**config.mk**
```make
export PLATFORM = sky130hd
export DESIGN_NAME = wbuf_bypass_top
export DESIGN_NICKNAME = d
export VERILOG_FILES = /design/src/rtl/wbuf_pkg.sv /design/src/rtl/wbuf_fifo.sv /design/src/rtl/wbuf_rd_ctrl.sv /design/src/rtl/wbuf_bypass_top.sv
export SDC_FILE = /design/constraint.sdc
export NUM_CORES = 1
export LEC_CHECK = 0
export ABC_AREA = 1
export BUFFER_PORTS_ARGS = -buffer_cell sky130_fd_sc_hd__buf_2
export CAP_MARGIN = 20
export CORE_MARGIN = 2
export CORE_UTILIZATION = 38
export DETAILED_ROUTE_END_ITERATION = 8
export GPL_TIMING_DRIVEN = 0
export SKIP_LAST_GASP = 1
export SYNTH_ARGS = -nofsm -noshare
export SYNTH_HDL_FRONTEND = slang
export SYNTH_HIERARCHICAL = 1
export SYNTH_SLANG_ARGS = --single-unit
```
**constraint.sdc**
```tcl
create_clock -name clk -period 4.9 [get_ports clk]
set_input_delay 0.245 -clock clk [delete_from_list [all_inputs] [get_ports clk]]
set_output_delay 0.245 -clock clk [all_outputs]
set_load 0.01 [all_outputs]
```
**src/rtl/wbuf_pkg.sv**
```systemverilog
package wbuf_pkg;
    typedef enum logic [1:0] {
        RS_IDLE  = 2'd0,
        RS_ISSUE = 2'd1,
        RS_WAIT  = 2'd2,
        RS_RESP  = 2'd3
    } rd_state_e;
endpackage

```
**src/rtl/wbuf_fifo.sv**
```systemverilog
module wbuf_fifo #(
    parameter int AW    = 8,
    parameter int DW    = 32,
    parameter int DEPTH = 4
) (
    input  logic             clk,
    input  logic             rst_n,
    input  logic             push_i,
    input  logic [AW-1:0]    push_addr_i,
    input  logic [DW-1:0]    push_data_i,
    input  logic [DW/8-1:0]  push_be_i,
    input  logic             pop_i,
    output logic [AW-1:0]    head_addr_o,
    output logic [DW-1:0]    head_data_o,
    output logic [DW/8-1:0]  head_be_o,
    output logic             empty_o,
    output logic             full_o,
    input  logic [AW-1:0]    look_addr_i,
    output logic [DW-1:0]    fwd_data_o,
    output logic [DW/8-1:0]  fwd_be_o
);
    localparam int BW = DW / 8;
    localparam int PW = $clog2(DEPTH);
    localparam int CW = $clog2(DEPTH + 1);

    logic [AW-1:0]   addr_q [DEPTH];
    logic [DW-1:0]   data_q [DEPTH];
    logic [BW-1:0]   be_q   [DEPTH];
    logic [DEPTH-1:0] vld_q;
    logic [DEPTH-1:0] hit;
    logic [PW-1:0]   rd_ptr, wr_ptr;
    logic [CW-1:0]   cnt;

    assign empty_o     = (cnt == '0);
    assign full_o      = (cnt == CW'(DEPTH));
    assign head_addr_o = addr_q[rd_ptr];
    assign head_data_o = data_q[rd_ptr];
    assign head_be_o   = be_q[rd_ptr];

    // one comparator per slot
    for (genvar e = 0; e < DEPTH; e++) begin : g_cmp
        assign hit[e] = vld_q[e] && (addr_q[e] == look_addr_i);
    end

    // walk slots oldest to youngest; later slots overwrite earlier bytes
    always_comb begin
        fwd_data_o = '0;
        fwd_be_o   = '0;
        for (int k = 0; k < DEPTH; k++) begin
            if (hit[rd_ptr + PW'(k)]) begin
                for (int b = 0; b < BW; b++) begin
                    if (be_q[rd_ptr + PW'(k)][b]) begin
                        fwd_be_o[b]          = 1'b1;
                        fwd_data_o[8*b +: 8] = data_q[rd_ptr + PW'(k)][8*b +: 8];
                    end
                end
            end
        end
    end

    always_ff @(posedge clk) begin
        if (push_i) begin
            addr_q[wr_ptr] <= push_addr_i;
            data_q[wr_ptr] <= push_data_i;
            be_q[wr_ptr]   <= push_be_i;
        end
    end

    always_ff @(posedge clk) begin
        if (!rst_n) begin
            rd_ptr <= '0;
            wr_ptr <= '0;
            cnt    <= '0;
            vld_q  <= '0;
        end else begin
            if (push_i) begin
                vld_q[wr_ptr] <= 1'b1;
                wr_ptr        <= wr_ptr + PW'(1);
            end
            if (pop_i) begin
                vld_q[rd_ptr] <= 1'b0;
                rd_ptr        <= rd_ptr + PW'(1);
            end
            unique case ({push_i, pop_i})
                2'b10:   cnt <= cnt + CW'(1);
                2'b01:   cnt <= cnt - CW'(1);
                default: cnt <= cnt;
            endcase
        end
    end

    AST_PUSH_POP_CNT: assert property (@(posedge clk) disable iff (!rst_n)
        (push_i && pop_i) |=> $stable(cnt));
    AST_POP_NONEMPTY: assert property (@(posedge clk) disable iff (!rst_n)
        pop_i |-> (vld_q[rd_ptr] && !empty_o));
endmodule

```
**src/rtl/wbuf_rd_ctrl.sv**
```systemverilog
module wbuf_rd_ctrl
    import wbuf_pkg::*;
#(
    parameter int AW = 8,
    parameter int DW = 32
) (
    input  logic             clk,
    input  logic             rst_n,
    input  logic             rd_req_valid_i,
    input  logic [AW-1:0]    rd_req_addr_i,
    output logic             rd_req_ready_o,
    output logic             rd_resp_valid_o,
    output logic [DW-1:0]    rd_resp_data_o,
    input  logic [DW-1:0]    fwd_data_i,
    input  logic [DW/8-1:0]  fwd_be_i,
    input  logic             empty_i,
    input  logic [AW-1:0]    head_addr_i,
    input  logic [DW-1:0]    head_data_i,
    input  logic [DW/8-1:0]  head_be_i,
    output logic             pop_o,
    output logic             mem_valid_o,
    input  logic             mem_ready_i,
    output logic             mem_we_o,
    output logic [AW-1:0]    mem_addr_o,
    output logic [DW-1:0]    mem_wdata_o,
    output logic [DW/8-1:0]  mem_be_o,
    input  logic             mem_rvalid_i,
    input  logic [DW-1:0]    mem_rdata_i
);
    localparam int BW = DW / 8;

    rd_state_e     state, nxt;
    logic [AW-1:0] rd_addr_q;
    logic [DW-1:0] fwd_data_q, resp_q, merged;
    logic [BW-1:0] fwd_be_q;
    logic          accept;

    assign accept         = (state == RS_IDLE) && rd_req_valid_i;
    assign rd_resp_data_o = resp_q;

    always_comb begin
        for (int b = 0; b < BW; b++) begin
            merged[8*b +: 8] = fwd_be_q[b] ? fwd_data_q[8*b +: 8] : mem_rdata_i[8*b +: 8];
        end
    end

    always_comb begin
        nxt = state;
        unique case (state)
            RS_IDLE:  if (rd_req_valid_i) nxt = (&fwd_be_i) ? RS_RESP : RS_ISSUE;
            RS_ISSUE: if (mem_ready_i)    nxt = RS_WAIT;
            RS_WAIT:  if (mem_rvalid_i)   nxt = RS_RESP;
            RS_RESP:                      nxt = RS_IDLE;
            default:                      nxt = RS_IDLE;
        endcase
    end

    always_ff @(posedge clk) begin
        if (!rst_n) state <= RS_IDLE;
        else        state <= nxt;
    end

    always_ff @(posedge clk) begin
        if (!rst_n) begin
            rd_addr_q  <= '0;
            fwd_data_q <= '0;
            fwd_be_q   <= '0;
            resp_q     <= '0;
        end else if (accept) begin
            rd_addr_q  <= rd_req_addr_i;
            fwd_data_q <= fwd_data_i;
            fwd_be_q   <= fwd_be_i;
            resp_q     <= fwd_data_i;
        end else if ((state == RS_WAIT) && mem_rvalid_i) begin
            resp_q <= merged;
        end
    end

    always_comb begin
        rd_req_ready_o  = 1'b0;
        rd_resp_valid_o = 1'b0;
        pop_o           = 1'b0;
        mem_valid_o     = 1'b0;
        mem_we_o        = 1'b0;
        mem_addr_o      = head_addr_i;
        mem_wdata_o     = head_data_i;
        mem_be_o        = head_be_i;
        unique case (state)
            RS_IDLE: begin
                rd_req_ready_o = 1'b1;
                if (!rd_req_valid_i && !empty_i) begin
                    mem_valid_o = 1'b1;
                    mem_we_o    = 1'b1;
                    pop_o       = mem_ready_i;
                end
            end
            RS_ISSUE: begin
                mem_valid_o = 1'b1;
                mem_addr_o  = rd_addr_q;
                mem_wdata_o = '0;
                mem_be_o    = '1;
            end
            RS_WAIT: ;
            RS_RESP: rd_resp_valid_o = 1'b1;
            default: ;
        endcase
    end

    AST_READ_FIRST: assert property (@(posedge clk) disable iff (!rst_n)
        (rd_req_valid_i && rd_req_ready_o) |-> !(mem_valid_o && mem_we_o));
    AST_MISS_ISSUE: assert property (@(posedge clk) disable iff (!rst_n)
        (rd_req_valid_i && rd_req_ready_o && !(&fwd_be_i)) |=> (mem_valid_o && !mem_we_o));
    AST_RD_HOLD: assert property (@(posedge clk) disable iff (!rst_n)
        (mem_valid_o && !mem_we_o && !mem_ready_i) |=> (mem_valid_o && !mem_we_o && $stable(mem_addr_o)));
    AST_COVER_SKIP: assert property (@(posedge clk) disable iff (!rst_n)
        (rd_req_valid_i && rd_req_ready_o && (&fwd_be_i)) |=> (rd_resp_valid_o && !mem_valid_o));
    AST_RESP_PULSE: assert property (@(posedge clk) disable iff (!rst_n)
        rd_resp_valid_o |=> !rd_resp_valid_o);
    AST_ONE_READ: assert property (@(posedge clk) disable iff (!rst_n)
        (rd_req_valid_i && rd_req_ready_o) |=> !rd_req_ready_o);
endmodule

```
**src/rtl/wbuf_bypass_top.sv**
```systemverilog
module wbuf_bypass_top #(
    parameter int AW    = 8,
    parameter int DW    = 32,
    parameter int DEPTH = 4
) (
    input  logic             clk,
    input  logic             rst_n,
    input  logic             st_valid,
    output logic             st_ready,
    input  logic [AW-1:0]    st_addr,
    input  logic [DW-1:0]    st_data,
    input  logic [DW/8-1:0]  st_be,
    input  logic             rd_req_valid,
    output logic             rd_req_ready,
    input  logic [AW-1:0]    rd_req_addr,
    output logic             rd_resp_valid,
    output logic [DW-1:0]    rd_resp_data,
    output logic             mem_valid,
    input  logic             mem_ready,
    output logic             mem_we,
    output logic [AW-1:0]    mem_addr,
    output logic [DW-1:0]    mem_wdata,
    output logic [DW/8-1:0]  mem_be,
    input  logic             mem_rvalid,
    input  logic [DW-1:0]    mem_rdata
);
    localparam int BW = DW / 8;

    logic          push, pop, empty, full;
    logic [AW-1:0] head_addr;
    logic [DW-1:0] head_data, fwd_data;
    logic [BW-1:0] head_be, fwd_be;

    assign st_ready = !full;
    assign push     = st_valid && !full;

    wbuf_fifo #(.AW(AW), .DW(DW), .DEPTH(DEPTH)) i_fifo (
        .clk         (clk),
        .rst_n       (rst_n),
        .push_i      (push),
        .push_addr_i (st_addr),
        .push_data_i (st_data),
        .push_be_i   (st_be),
        .pop_i       (pop),
        .head_addr_o (head_addr),
        .head_data_o (head_data),
        .head_be_o   (head_be),
        .empty_o     (empty),
        .full_o      (full),
        .look_addr_i (rd_req_addr),
        .fwd_data_o  (fwd_data),
        .fwd_be_o    (fwd_be)
    );

    wbuf_rd_ctrl #(.AW(AW), .DW(DW)) i_ctrl (
        .clk             (clk),
        .rst_n           (rst_n),
        .rd_req_valid_i  (rd_req_valid),
        .rd_req_addr_i   (rd_req_addr),
        .rd_req_ready_o  (rd_req_ready),
        .rd_resp_valid_o (rd_resp_valid),
        .rd_resp_data_o  (rd_resp_data),
        .fwd_data_i      (fwd_data),
        .fwd_be_i        (fwd_be),
        .empty_i         (empty),
        .head_addr_i     (head_addr),
        .head_data_i     (head_data),
        .head_be_i       (head_be),
        .pop_o           (pop),
        .mem_valid_o     (mem_valid),
        .mem_ready_i     (mem_ready),
        .mem_we_o        (mem_we),
        .mem_addr_o      (mem_addr),
        .mem_wdata_o     (mem_wdata),
        .mem_be_o        (mem_be),
        .mem_rvalid_i    (mem_rvalid),
        .mem_rdata_i     (mem_rdata)
    );

    AST_FULL_HOLD: assert property (@(posedge clk) disable iff (!rst_n)
        (!st_ready && !(mem_valid && mem_we && mem_ready)) |=> !st_ready);
    AST_RESET_IDLE: assert property (@(posedge clk)
        !rst_n |=> (st_ready && rd_req_ready && !mem_valid && !rd_resp_valid));
endmodule

```
; Word-level counts from Yosys, hierarchy flattened
; Memory sizes are Yosys's and may differ from the RTL's. A register that Yosys moved wholly into a read port is not among the register bits.
; Cells that the tools add are included.
; Widths: inputs -> output; s select.
[word_totals]
register_bits = 89
ram_bits = 176
input_bits = 90
output_inout_bits = 81
n_memories = 3
[classes]
addsub = 6
order_cmp = 7
n_eq_ne = 13
muxes = 85
bitwise = 3
n_reduce_logical = 19
[memory_table]
columns = name, words, word_bits, rd, rd_clocked_by_memory_dff, wr, line_no
row1 = i_fifo.data_q, 4, 32, 4, 1, 1, wbuf_fifo.sv:27  ; logic [DW-1:0] data_q [DEPTH];
row2 = i_fifo.addr_q, 4, 8, 5, 1, 1, wbuf_fifo.sv:26  ; logic [AW-1:0] addr_q [DEPTH];
row3 = i_fifo.be_q, 4, 4, 4, 1, 1, wbuf_fifo.sv:28  ; logic [BW-1:0] be_q [DEPTH];
[ops]
columns = operator, n
row1 = $mux 32, 7
row2 = $mux 8, 21
row3 = $eq 8x8->1, 4
row4 = $mux 4, 8
row5 = $mux 1, 30
row6 = $mux 2, 10
row7 = $lt 2x3->1 const B, 5
row8 = $logic_and 1x1->1, 10
row9 = $bmux 1 s2, 4
row10 = $pmux 2 s4, 1
row11 = $eq 2x2->1 const B, 3
row12 = $ne 2x2->1 const B, 3
row13 = $pmux 3 s2, 1
row14 = $add 2x1->2 const B, 2
row15 = $add 2x2->2 const B, 2
row16 = $and 4x4->4, 1
row17 = $demux 1 s2, 2
row18 = $eq 2x1->1 const B, 2
row19 = $ge 2x1->1 const B, 2
row20 = $not 4->4, 1
row21 = $or 4x4->4, 1
row22 = $reduce_and 4->1, 1
row23 = $reduce_bool 2->1, 2
row24 = $add 3x1->3 const B, 1
row25 = 7 further kinds, 9

; Longest topological paths before layout
; Gate-level depths: netlist (run 1).
[logic_depth]
ltp_word = 15
depth_mapped = 21
ltp_nobuf = 20

; Modules after synthesis
; The synthesis (run 1) kept the hierarchy.
[by_module_without_submodules]
columns = mod, instances, cells_per_inst, area_per_inst_um2, seq_area_each_um2
row1 = wbuf_fifo, 1, 1490, 12142.9, 5545.3
row2 = wbuf_rd_ctrl, 1, 606, 3997.6, 1561.5
row3 = wbuf_bypass_top, 1, 3, 13.8, 0.0

; Worst setup path after synthesis (run 1)
; Ideal clock, no wire load.
[synth_timing]
path_type = register to register
startpoint = reg i_fifo.rd_ptr[0]
endpoint = reg i_ctrl.resp_q[2] (netlist: i_ctrl/rd_resp_data_o[2])
t_arrival_ps = 2752
t_required_ps = 4834
setup_slack_ps = 2082
path_stages_with_launch = 21
n_path_buf = 5
synth_period_minus_slack_ps = 2818
path_cell_list = dfxtp_1 > buf_2 > inv_1 > buf_2 > buf_4 > buf_2 > ha_1 > inv_1 > buf_1 > nand2_1 > o21ai_0 > clkinv_1 > nand3_2 > nand3_1 > nand2_1 > nand2_1 > nand2_1 > nand2_1 > nand2_1 > inv_1 > a21oi_2
[synth_between]
elab_chain_cells = 10
elab_cells_between_ends = 21
[synth_lines]
columns = item, line_no
row1 = "start, declared", wbuf_fifo.sv:31  ; logic [PW-1:0] rd_ptr, wr_ptr;
row2 = "start signal, assigned", wbuf_fifo.sv:82  ; rd_ptr <= rd_ptr + PW'(1);
row3 = "parallel branches: the longest is 8 deep, another holds $mem_v2 4x32", n/a
row4 = $mux 32 (*), wbuf_fifo.sv:50  ; if (hit[rd_ptr + PW'(k)]) begin
row5 = via fwd_data[2], wbuf_bypass_top.sv:31  ; logic [DW-1:0] head_data, fwd_data;
row6 = $mux 32 (*), wbuf_rd_ctrl.sv:69  ; end else if (accept) begin
row7 = "end signal, assigned", wbuf_rd_ctrl.sv:73  ; resp_q <= fwd_data_i;
row8 = "end signal, assigned", wbuf_rd_ctrl.sv:75  ; resp_q <= merged;
row9 = "end, declared", wbuf_rd_ctrl.sv:34  ; logic [DW-1:0] fwd_data_q, resp_q, merged;
; Mark *: on every way through the listed nets, which the timed path passes. The select of a mux whose other input is x is not followed.
; A chain may end at the register's enable or synchronous reset.

; Final worst setup path (run 1)
[layout_timing]
startpoint = reg i_fifo.rd_ptr[1]
endpoint = reg i_ctrl.state[1]
[layout_between]
elab_chain_cells = 13
elab_cells_between_ends = 32
[layout_lines]
columns = item, line_no
row1 = "parallel branches: the longest is 8 deep, another holds $mem_v2 4x4", n/a
row2 = $mux 4 (*), wbuf_fifo.sv:50
row3 = via fwd_be[2], wbuf_bypass_top.sv:32  ; logic [BW-1:0] head_be, fwd_be;
row4 = $reduce_and 4->1 (*), wbuf_rd_ctrl.sv:50  ; RS_IDLE: if (rd_req_valid_i) nxt = (&fwd_be_i) ? RS_RESP : RS_ISSUE;
row5 = $mux 2 (*) (2 in a row), wbuf_rd_ctrl.sv:50
row6 = $pmux 2 s4 (*), wbuf_rd_ctrl.sv:49  ; unique case (state)
row7 = "end signal, assigned", wbuf_rd_ctrl.sv:60  ; else state <= nxt;
row8 = "end, declared", wbuf_rd_ctrl.sv:32  ; rd_state_e state, nxt;
; Marked as above.

==> results of run 1 <==
[cell families after synthesis]
kind of cell / after synthesis / share of synthesized area, %
simple gates: 862 / 22.73
xor+xnor: 9 / 0.4880
compound gates: 495 / 17.32
mux: 64 / 3.966
buf+inv: 386 / 10.22
fa+ha+maj: 16 / 1.286
flops: 267 / 43.99
[per-stage QoR]
step | hold WS, ps | setup WS (ps) | instances | instance area (µm²)
final | 20.21 | 225.3 | 2944 | 19530
after CTS | 0.6409 | 382.4 | 2943 | 19530
after detailed placement | 456.7 | 425.8 | 2812 | 17760
after floorplan | 343.9 | 2082 | 2099 | 16150
after global placement | 451.8 | 425.7 | 2808 | 17680
after global routing | 27.10 | 106.0 | 2944 | 19530
[where the power goes]
group | internal (µW) | switching (µW) | total [µW]
clock | 1360 | 966 | 2320
combinational | 1140 | 2480 | 3620
sequential | 2670 | 150 | 2830
total | 5170 | 3600 | 8770
[synth_stat cells (2+ instances only)]
cell type | instances | area, µm²
a21oi_2 | 9 | 78.83
dfxtp_1 | 91 | 1822
o2111ai_1 | 4 | 35.03
a21oi_1 | 93 | 465.5
nand2_4 | 4 | 45.04
edfxtp_1 | 176 | 5285
nand2_2 | 11 | 68.82
mux2i_1 | 64 | 640.6
nand3_4 | 6 | 105.1
xor2_1 | 8 | 70.07
clkbuf_1 | 62 | 232.7
buf_4 | 12 | 90.09
nor3_1 | 2 | 10.01
inv_1 | 232 | 870.8
buf_6 | 12 | 135.1
ha_1 | 15 | 187.7
nand4_1 | 34 | 212.7
nand3_1 | 40 | 200.2
o21ai_1 | 4 | 20.02
o22ai_1 | 67 | 419.2
clkinv_1 | 7 | 26.28
or2_2 | 5 | 31.28
nand2_1 | 445 | 1670
buf_1 | 3 | 11.26
a32oi_1 | 4 | 35.03
o21ai_0 | 246 | 1231
nor2_2 | 7 | 43.79
nor2_4 | 5 | 56.30
buf_2 | 42 | 210.2
a221oi_1 | 2 | 17.52
nand3_2 | 12 | 120.1
o211ai_1 | 64 | 480.5
inv_2 | 14 | 52.55
nor2_1 | 290 | 1089
[how the worst min path moves through the flow]
stage	startpoint	end	slack (ps)
2_1_floorplan	st_addr[0]	i_fifo/addr_q[0][0]	340
3_3_place_gp	i_ctrl/fwd_data_q[15]	i_ctrl/fwd_data_q[15]	450
3_5_place_dp	i_ctrl/fwd_data_q[29]	i_ctrl/fwd_data_q[29]	460
4_1_cts	mem_rdata[2]	i_ctrl/rd_resp_data_o[2]	0.6
5_1_grt	mem_rdata[2]	i_ctrl/rd_resp_data_o[2]	30
6_report	mem_rdata[0]	i_ctrl/rd_resp_data_o[0]	20
[registers in the layout (all words and copies together) (netlist names), named ones only]
| name | flops |
|---|---|
| i_fifo/cnt | 3 |
| i_ctrl/fwd_be_q | 4 |
| i_fifo/data_q | 128 |
| i_ctrl/rd_addr_q | 8 |
| i_fifo/wr_ptr | 2 |
| i_fifo/addr_q | 32 |
| i_fifo/be_q | 16 |
| i_ctrl/fwd_data_q | 32 |
| i_fifo/rd_ptr | 2 |
| i_ctrl/rd_resp_data_o | 32 |
| i_fifo/vld_q | 4 |
| i_ctrl/state | 2 |
[layer usage]
layer  track usage, %  part of all wire (%)
met5                0                 0.012
met2            42.45                    45
met4            10.52                   3.5
met3            3.531                   8.6
met1            35.78                    43
[critical path, stage by stage (launching register included)]
cell       delay, ps
dfxtp_1          380
inv_1            110
clkbuf_1         550
clkbuf_1         600
ha_1             430
inv_1            110
buf_1            360
nand2_1           90
o21ai_0          210
clkinv_1         450
nand3_2          330
o2111ai_1        470
nand3_1          230
o21ai_0           90
nor2_1            90
nor2_1            50
[cell type report]
class                      instances  share of cell area [%]
multi-input combinational       1446                   37.87
sequential                       267                   36.38
timing repair buffer             247                   8.507
clock buffer                      46                   4.900
inverter                         254                   4.894
buffer                           132                   3.555
tap                              539                   3.453
clock inverter                    12                  0.4228
antenna                            1                 0.01281
[what timing repair did]
action,in CTS,in global routing
hold buffers,73,0
hold endpoints to repair,205,0
setup endpoints to repair,0,0
==> results.sh, run 1 <==
export IMPL_gp_congestion=0.9277
export IMPL_worst_hold_path_num_cells=3
export IMPL_layout_nets=2485
export IMPL_ys_warn_count=6
export IMPL_clk_path_buf_depth=3
export IMPL_cts_htree_levels=1
export IMPL_netlist_area_mm2=0.01615
export IMPL_power_density_mw_per_mm2=448.9
export IMPL_grt_max_degree=31
export IMPL_p_total_uw=8769
export IMPL_multiInputGateArea_mm2=0.007397
export IMPL_critPathKind="reg2reg"
export IMPL_drv_cap=0
export IMPL_cp_required_ps=5370
export IMPL_io_pins=171
export IMPL_final_common_cell="nand2_1"
export IMPL_drt_total_wl_um=59210
export IMPL_die_x_um=210.2
export IMPL_r2r_end="i_ctrl/state[1]"
export IMPL_viasPerCell=5.447
export IMPL_power_leakage_uw=0.008266
export IMPL_drive_gt1_share_pct=15.43
export IMPL_grt_pass1_vias=15620
export IMPL_cp_start_kind="flop"
export IMPL_hold_path_class="in2reg"
export IMPL_r2r_start="i_fifo/rd_ptr[1]"
export IMPL_crit_end="i_ctrl/state[1]"
export IMPL_cts_tree="done"
export IMPL_outcome="complete, no violations"
export IMPL_cp_max_fo=11
export IMPL_rows=75
export IMPL_grt_pass1_wl_um=90070
export IMPL_yosysSeqAreaShare_pct=43.99
export IMPL_fin_util_pct=46.57
export IMPL_cp_startpoint="i_fifo/rd_ptr[1]"
export IMPL_hold_viol=0
export IMPL_maxSlewHeadroom_pct=32.18
export IMPL_fillerInstances=4141
export IMPL_antenna_found_initial=2
export IMPL_dp_hpwl_um=42720
export IMPL_clk_pin_slew_ps=60
export IMPL_dieHeight_um=210.2
export IMPL_syn_area_per_cell_um2=7.696
export IMPL_clk_latency_ps=590
export IMPL_final_cell_mix="445 x nand2_1, 290 x nor2_1, 246 x o21ai_0"
export IMPL_ir_drop_mv=0.2609
export IMPL_cts_buffers_inserted=31
export IMPL_vias=16040
export IMPL_syn2layout_area_growth_pct=20.91
export IMPL_worstMarginPinSlew_ps=1017
export IMPL_drc=0
export IMPL_yosysUniqueCellTypes=41
export IMPL_fmax_mhz=213.9
export IMPL_coreArea_mm2=0.04195
export IMPL_synth_fp_nets=2205
export IMPL_start_util_pct=38.51
export IMPL_regArea_mm2=0.007107
export IMPL_ys_ff_latch=267
export IMPL_root_buffer="clkbuf_16"
export IMPL_numPortBuffers=170
export IMPL_rrSetupSlack_ps=230
export IMPL_crit_arrival_ps=5140
export IMPL_rsz0062_at_grt="false"
export IMPL_end_kind="flop"
export IMPL_cts_sinks=267
export IMPL_wire_per_inst_um=20.11
export IMPL_synth_edf_count=176
export IMPL_synth_flop_cell="edfxtp_1"
export IMPL_skew_ps=15.23
export IMPL_async_flop_share_pct=0
export IMPL_period_needed_ps=4675
export IMPL_detail_route_antenna_nets=0
export IMPL_grtUsageTotal_pct=26.30
export IMPL_dr_pass1_iters=5
export IMPL_die_area_mm2=0.04418
export IMPL_setup_violations=0
export IMPL_drt_iter0_markers=1745
export IMPL_maxSlewViolCount=0
export IMPL_setup_tns_ps=0
export IMPL_synth_cells=2099
export IMPL_reg2regPathDepth=15
export IMPL_overflow=0
export IMPL_finalCritPeriodShare_pct=95.40
export IMPL_post_cts_buffers=0
export IMPL_cts_resized=0
Power figures use the tool's default switching activity.
==> run 2: changes to the inputs <==
- REMOVE_ABC_BUFFERS: unset -> 1
- clock period: 4.9 -> 3.8 ns (I/O delays scaled with it)
==> results.sh, run 2 (synthesis results as in run 1) <==
export IMPL_outcome="complete, no violations"
export IMPL_cts_tree="done"
export IMPL_root_buffer="clkbuf_16"
export IMPL_layout_nets=2387
export IMPL_hold_path_class="in2reg"
export IMPL_io_pins=171
export IMPL_skew_ps=10.28
export IMPL_drt_total_wl_um=49820
export IMPL_largest_reg_flops=128
export IMPL_clk_pin_slew_ps=60
export IMPL_drc=0
export IMPL_crit_arrival_ps=4070
export IMPL_fmax_mhz=280.5
export IMPL_dp_hpwl_um=30800
export IMPL_end_kind="flop"
export IMPL_drt_iter0_markers=1087
export IMPL_max_stage_delay_ps=500
export IMPL_finalCritPeriodShare_pct=93.81
export IMPL_power_leakage_uw=0.008122
export IMPL_setup_tns_ps=0
export IMPL_ir_drop_mv=0.3448
export IMPL_maxSlewViolCount=0
export IMPL_final_common_cell="nand2_1"
export IMPL_final_instance_count_excl_fill=2846
export IMPL_coreArea_mm2=0.04195
export IMPL_numPortBuffers=170
export IMPL_path_cells="buf_16, inv_4, ha_4, buf_16, clkinvlp_4, buf_4, nand2_8, nand3_2, o2111ai_1, nand2_1, o21ai_0, nor2_1, nor2_1"
export IMPL_period_needed_ps=3565
export IMPL_cts_sinks=267
export IMPL_cts_htree_levels=1
export IMPL_holdWs_ps=61.42
export IMPL_p_comb_share_pct=38.7
export IMPL_regMostFlops="i_fifo/data_q"
export IMPL_worstMarginPinSlew_ps=1055
export IMPL_pwr_share_seq_pct=34.1
export IMPL_detail_route_antenna_nets=0
export IMPL_post_place_ws_ps=-924.5
export IMPL_fillerInstances=4087
export IMPL_clk_path_buf_depth=3
export IMPL_vias=14970
export IMPL_grt_pass1_wl_um=77220
export IMPL_drive_gt1_share_pct=14.75
export IMPL_internal_power_uw=6695
export IMPL_die_x_um=210.2
export IMPL_cp_required_ps=4310
export IMPL_p_total_uw=10910
export IMPL_hold_viol=0
export IMPL_start_util_pct=38.51
export IMPL_gp_congestion=0.8289
export IMPL_cts_buffers_inserted=30
export IMPL_grt_max_degree=86
export IMPL_overflow=0
export IMPL_rsz0062_at_grt="false"
export IMPL_cp_max_fo=86
export IMPL_clk_latency_ps=570
export IMPL_post_place_cells=2690
export IMPL_critPathSlowestCell="dfxtp_4"
export IMPL_p_sw_uw=4217
export IMPL_swShare_pct=38.65
export IMPL_die_area_mm2=0.04418
export IMPL_maxSlewHeadroom_pct=29.64
export IMPL_rows=75
export IMPL_cp_start_kind="flop"
export IMPL_grt_pass1_vias=14530
export IMPL_syn2layout_area_growth_pct=20.32
export IMPL_antenna_found_initial=3
export IMPL_setup_violations=0
export IMPL_grtUsageTotal_pct=22.00
export IMPL_critPathKind="reg2reg"
export IMPL_clkPwrFrac_pct=27.1
export IMPL_wire_per_inst_um=17.51
export IMPL_rrSetupSlack_ps=240
export IMPL_dr_pass1_iters=5
export IMPL_power_density_mw_per_mm2=561.4
export IMPL_dieHeight_um=210.2
export IMPL_drv_cap=0
export IMPL_final_cell_mix="445 x nand2_1, 290 x nor2_1, 246 x o21ai_0"
export IMPL_fin_ws_ps=235.3
export IMPL_viasPerCell=5.261
-- run 2: cell types whose count changed in the layout (fill, tap and decap cells not counted), moves of 4 or more --
cell,delta
dfxtp_1,-4
dlygate4sd3_1,+11
buf_2,-42
clkinv_2,+4
buf_6,-10
clkbuf_1,-63
inv_1,-5
buf_4,-6
buf_16,+8
buf_12,+6
-- run 2: layer usage --
metal / up-vias / global-route usage (%) / part of all wire [%]
met3: 110 / 2.786 / 5.4
met2: 482 / 39.16 / 49
met1: 7011 / 27.01 / 43
met4: 2 / 8.731 / 3.3
li1: 7369 / - / -
met5: - / 0 / 0.030
-- run 2: worst max-delay path, delay by kind of cell (launching register included) --
family,cells,cell delay (ps)
flip-flops,1,500
buffers and inverters,5,1200
AO/OA/AOI/OAI,2,530
adder cells (fa/ha/maj),1,400
AND/OR/NAND/NOR,5,820
-- run 2: stage by stage --
stage	utilization (%)	area [µm²]
after detailed placement	41.35	17350
final	46.34	19440
after global routing	46.33	19430
after global placement	40.49	16990
after CTS	46.03	19310
after floorplan	-	15460
-- run 2: what timing repair did --
item	CTS	global route
hold buffers	84	0
gates resized for setup	10	1
buffers inserted	5	7
endpoints found under the hold margin	216	0
gates cloned	0	2
pin swaps	1	2
endpoints found under the setup margin	69	62
-- run 2: cell type report --
cell class	instances	area (µm²)	area share, %
clock inverters	13	135.1	0.6952
inverters	254	974.7	5.014
diodes	2	5.005	0.02575
well taps	539	674.4	3.470
clock buffers	43	892.1	4.590
flip-flops and latches	267	7119	36.63
repair buffers	281	2205	11.34
multi-input cells	1446	7427	38.21
repair inverters	1	5.005	0.02575
-- run 2: power by group through the flow --
stage               clock network, µW  registers (µW)  logic, µW
floorplan                           0            3860       2440
global placement                    0            3910       3850
detailed placement                  0            3800       4040
CTS                              3040            3730       4190
global route                     3150            3770       4720
finish                           2960            3720       4230
-- run 2: path summary, 6_finish.rpt --
| check | endpoint | startpoint | cells past startpoint |
|---|---|---|---|
| setup reg to reg | i_ctrl/state[1] | i_fifo/rd_ptr[1] | 13 |
| hold / removal | i_fifo/vld_q[2] | st_valid | 5 |
| setup / recovery | i_ctrl/state[1] | i_fifo/rd_ptr[1] | 13 |
| hold reg to reg | i_ctrl/fwd_data_q[21] | i_ctrl/fwd_data_q[21] | 2 |
==> run 3: changes to the inputs <==
- clock period: 3.8 -> 4.1 ns (I/O delays scaled with it)
==> results.sh, run 3 (synthesis results as in run 1) <==
export IMPL_post_place_cells=2690
export IMPL_setup_violations=0
export IMPL_power_leakage_uw=0.008100
export IMPL_ir_drop_mv=0.3194
export IMPL_crit_arrival_ps=4280
export IMPL_gp_congestion=0.8289
export IMPL_cts_buffers_inserted=30
export IMPL_critPathKind="reg2reg"
export IMPL_rsz0062_at_grt="false"
export IMPL_wire_per_inst_um=17.36
export IMPL_reg2regPathDepth=15
export IMPL_skew_ps=10.35
export IMPL_hold_start="rd_req_addr[5]"
export IMPL_largest_reg_flops=128
export IMPL_io_pins=171
export IMPL_cp_max_fo=85
export IMPL_setup_tns_ps=0
export IMPL_drive_gt1_share_pct=14.64
export IMPL_cts_htree_levels=1
export IMPL_worstMarginPinSlew_ps=1056
export IMPL_grtUsageTotal_pct=21.93
export IMPL_hold_viol=0
export IMPL_finalCritPeriodShare_pct=91.81
export IMPL_dieHeight_um=210.2
export IMPL_drt_total_wl_um=49360
export IMPL_fmax_mhz=265.6
export IMPL_hold_path_class="in2reg"
export IMPL_clk_latency_ps=570
export IMPL_p_sw_uw=3895
export IMPL_worst_hold_path_num_cells=3
export IMPL_final_common_cell="nand2_1"
export IMPL_vias=14980
export IMPL_drt_iter0_markers=1164
export IMPL_syn2layout_area_growth_pct=19.96
export IMPL_rows=75
export IMPL_final_instance_count_excl_fill=2843
export IMPL_cp_start_kind="flop"
export IMPL_power_density_mw_per_mm2=520.7
export IMPL_period_needed_ps=3764
export IMPL_clk_pin_slew_ps=60
export IMPL_start_util_pct=38.51
export IMPL_maxSlewHeadroom_pct=29.57
export IMPL_dr_pass1_iters=6
export IMPL_cts_tree="done"
export IMPL_r2r_end="i_ctrl/state[1]"
export IMPL_grt_pass1_vias=14500
export IMPL_fin_ws_ps=335.6
export IMPL_detail_route_antenna_nets=0
export IMPL_outcome="complete, no violations"
export IMPL_die_x_um=210.2
export IMPL_dp_hpwl_um=30800
export IMPL_swShare_pct=38.61
export IMPL_final_cell_mix="445 x nand2_1, 290 x nor2_1, 246 x o21ai_0"
export IMPL_clkPwrFrac_pct=27.2
export IMPL_antenna_found_initial=3
export IMPL_regMostFlops="i_fifo/data_q"
export IMPL_layout_nets=2384
export IMPL_fin_util_pct=46.20
export IMPL_rrSetupSlack_ps=340
export IMPL_maxSlewViolCount=0
export IMPL_post_place_ws_ps=-624.5
export IMPL_numPortBuffers=170
export IMPL_cts_sinks=267
export IMPL_root_buffer="clkbuf_16"
export IMPL_internal_power_uw=6194
export IMPL_grt_pass1_wl_um=77000
export IMPL_r2r_start="i_fifo/rd_ptr[0]"
export IMPL_p_comb_share_pct=38.5
export IMPL_pwr_share_seq_pct=34.3
export IMPL_end_kind="flop"
export IMPL_overflow=0
export IMPL_die_area_mm2=0.04418
export IMPL_clk_path_buf_depth=3
export IMPL_grt_max_degree=86
export IMPL_viasPerCell=5.270
export IMPL_coreArea_mm2=0.04195
export IMPL_hold_end="i_ctrl/rd_addr_q[5]"
export IMPL_cp_required_ps=4610
export IMPL_drc=0
export IMPL_drv_cap=0
run 3: metal layers:
layer	up-vias	wire, µm	GRT usage (%)	share of wire [%]
li1	7355	-	-	-
met3	111	2777	2.786	5.6
met2	497	24180	39.07	49
met5	-	15	0	0.030
met4	2	1558	8.682	3.2
met1	7018	20820	26.90	42
run 3: how the worst max path moves through the flow:
| stage | startpoint | end | slack [ps] |
|---|---|---|---|
| 2_1_floorplan | i_fifo/rd_ptr[0] | i_ctrl/rd_resp_data_o[0] | -6500 |
| 3_3_place_gp | i_fifo/rd_ptr[0] | i_ctrl/state[1] | -11620 |
| 3_5_place_dp | i_fifo/rd_ptr[1] | i_ctrl/state[1] | -620 |
| 4_1_cts | i_fifo/rd_ptr[0] | i_ctrl/rd_resp_data_o[19] | 60 |
| 5_1_grt | i_fifo/rd_ptr[0] | i_ctrl/state[1] | 40 |
| 6_report | i_fifo/rd_ptr[0] | i_ctrl/state[1] | 340 |
run 3: area by class of cell:
type                            count  area, µm²
Inverter                          254      972.2
Clock inverter                     13      135.1
Clock buffer                       43      892.1
Antenna cell                        2      5.005
Timing Repair Buffer              279       2153
Fill cell                        4093      22570
Multi-Input combinational cell   1446       7427
Sequential cell                   267       7119
Tap cell                          539      674.4
run 3: metrics by stage:
| step | cell area (µm²) | hold WS (ps) | total power, µW |
|---|---|---|---|
| after detailed placement | 17350 | 422.2 | 7261 |
| after global routing | 19380 | 30.41 | 10760 |
| after floorplan | 15460 | 303.9 | 5836 |
| final | 19380 | 32.82 | 10090 |
| after global placement | 16990 | 415.1 | 7187 |
| after CTS | 19260 | 11.92 | 10140 |
run 3: timing repair:
action	4_1_cts	5_1_grt
hold endpoints to repair	215	0
hold buffers	83	0
buffers inserted	3	9
pin swaps	1	1
gates resized for setup	4	6
setup endpoints to repair	69	59
run 3: power groups by stage:
stage / registers [µW] / logic (µW) / clock network, µW
2_1_floorplan: 3570 / 2260 / 0
3_3_place_gp: 3620 / 3570 / 0
3_5_place_dp: 3520 / 3740 / 0
4_1_cts: 3460 / 3860 / 2810
5_1_grt: 3500 / 4340 / 2920
6_report: 3460 / 3880 / 2740
run 3: worst max-delay path, cell delays in order, from the launching register on:
cell and delay [ps]:
dfxtp_4 530, buf_16 320, inv_8 250, ha_4 380, buf_16 270, clkinvlp_4 260, buf_4 210, nand2_1 60
o21ai_0 100, inv_2 200, nand3_2 250, o2111ai_1 290, nand2_1 150, o21ai_0 220, nor2_1 60, nor2_1 80
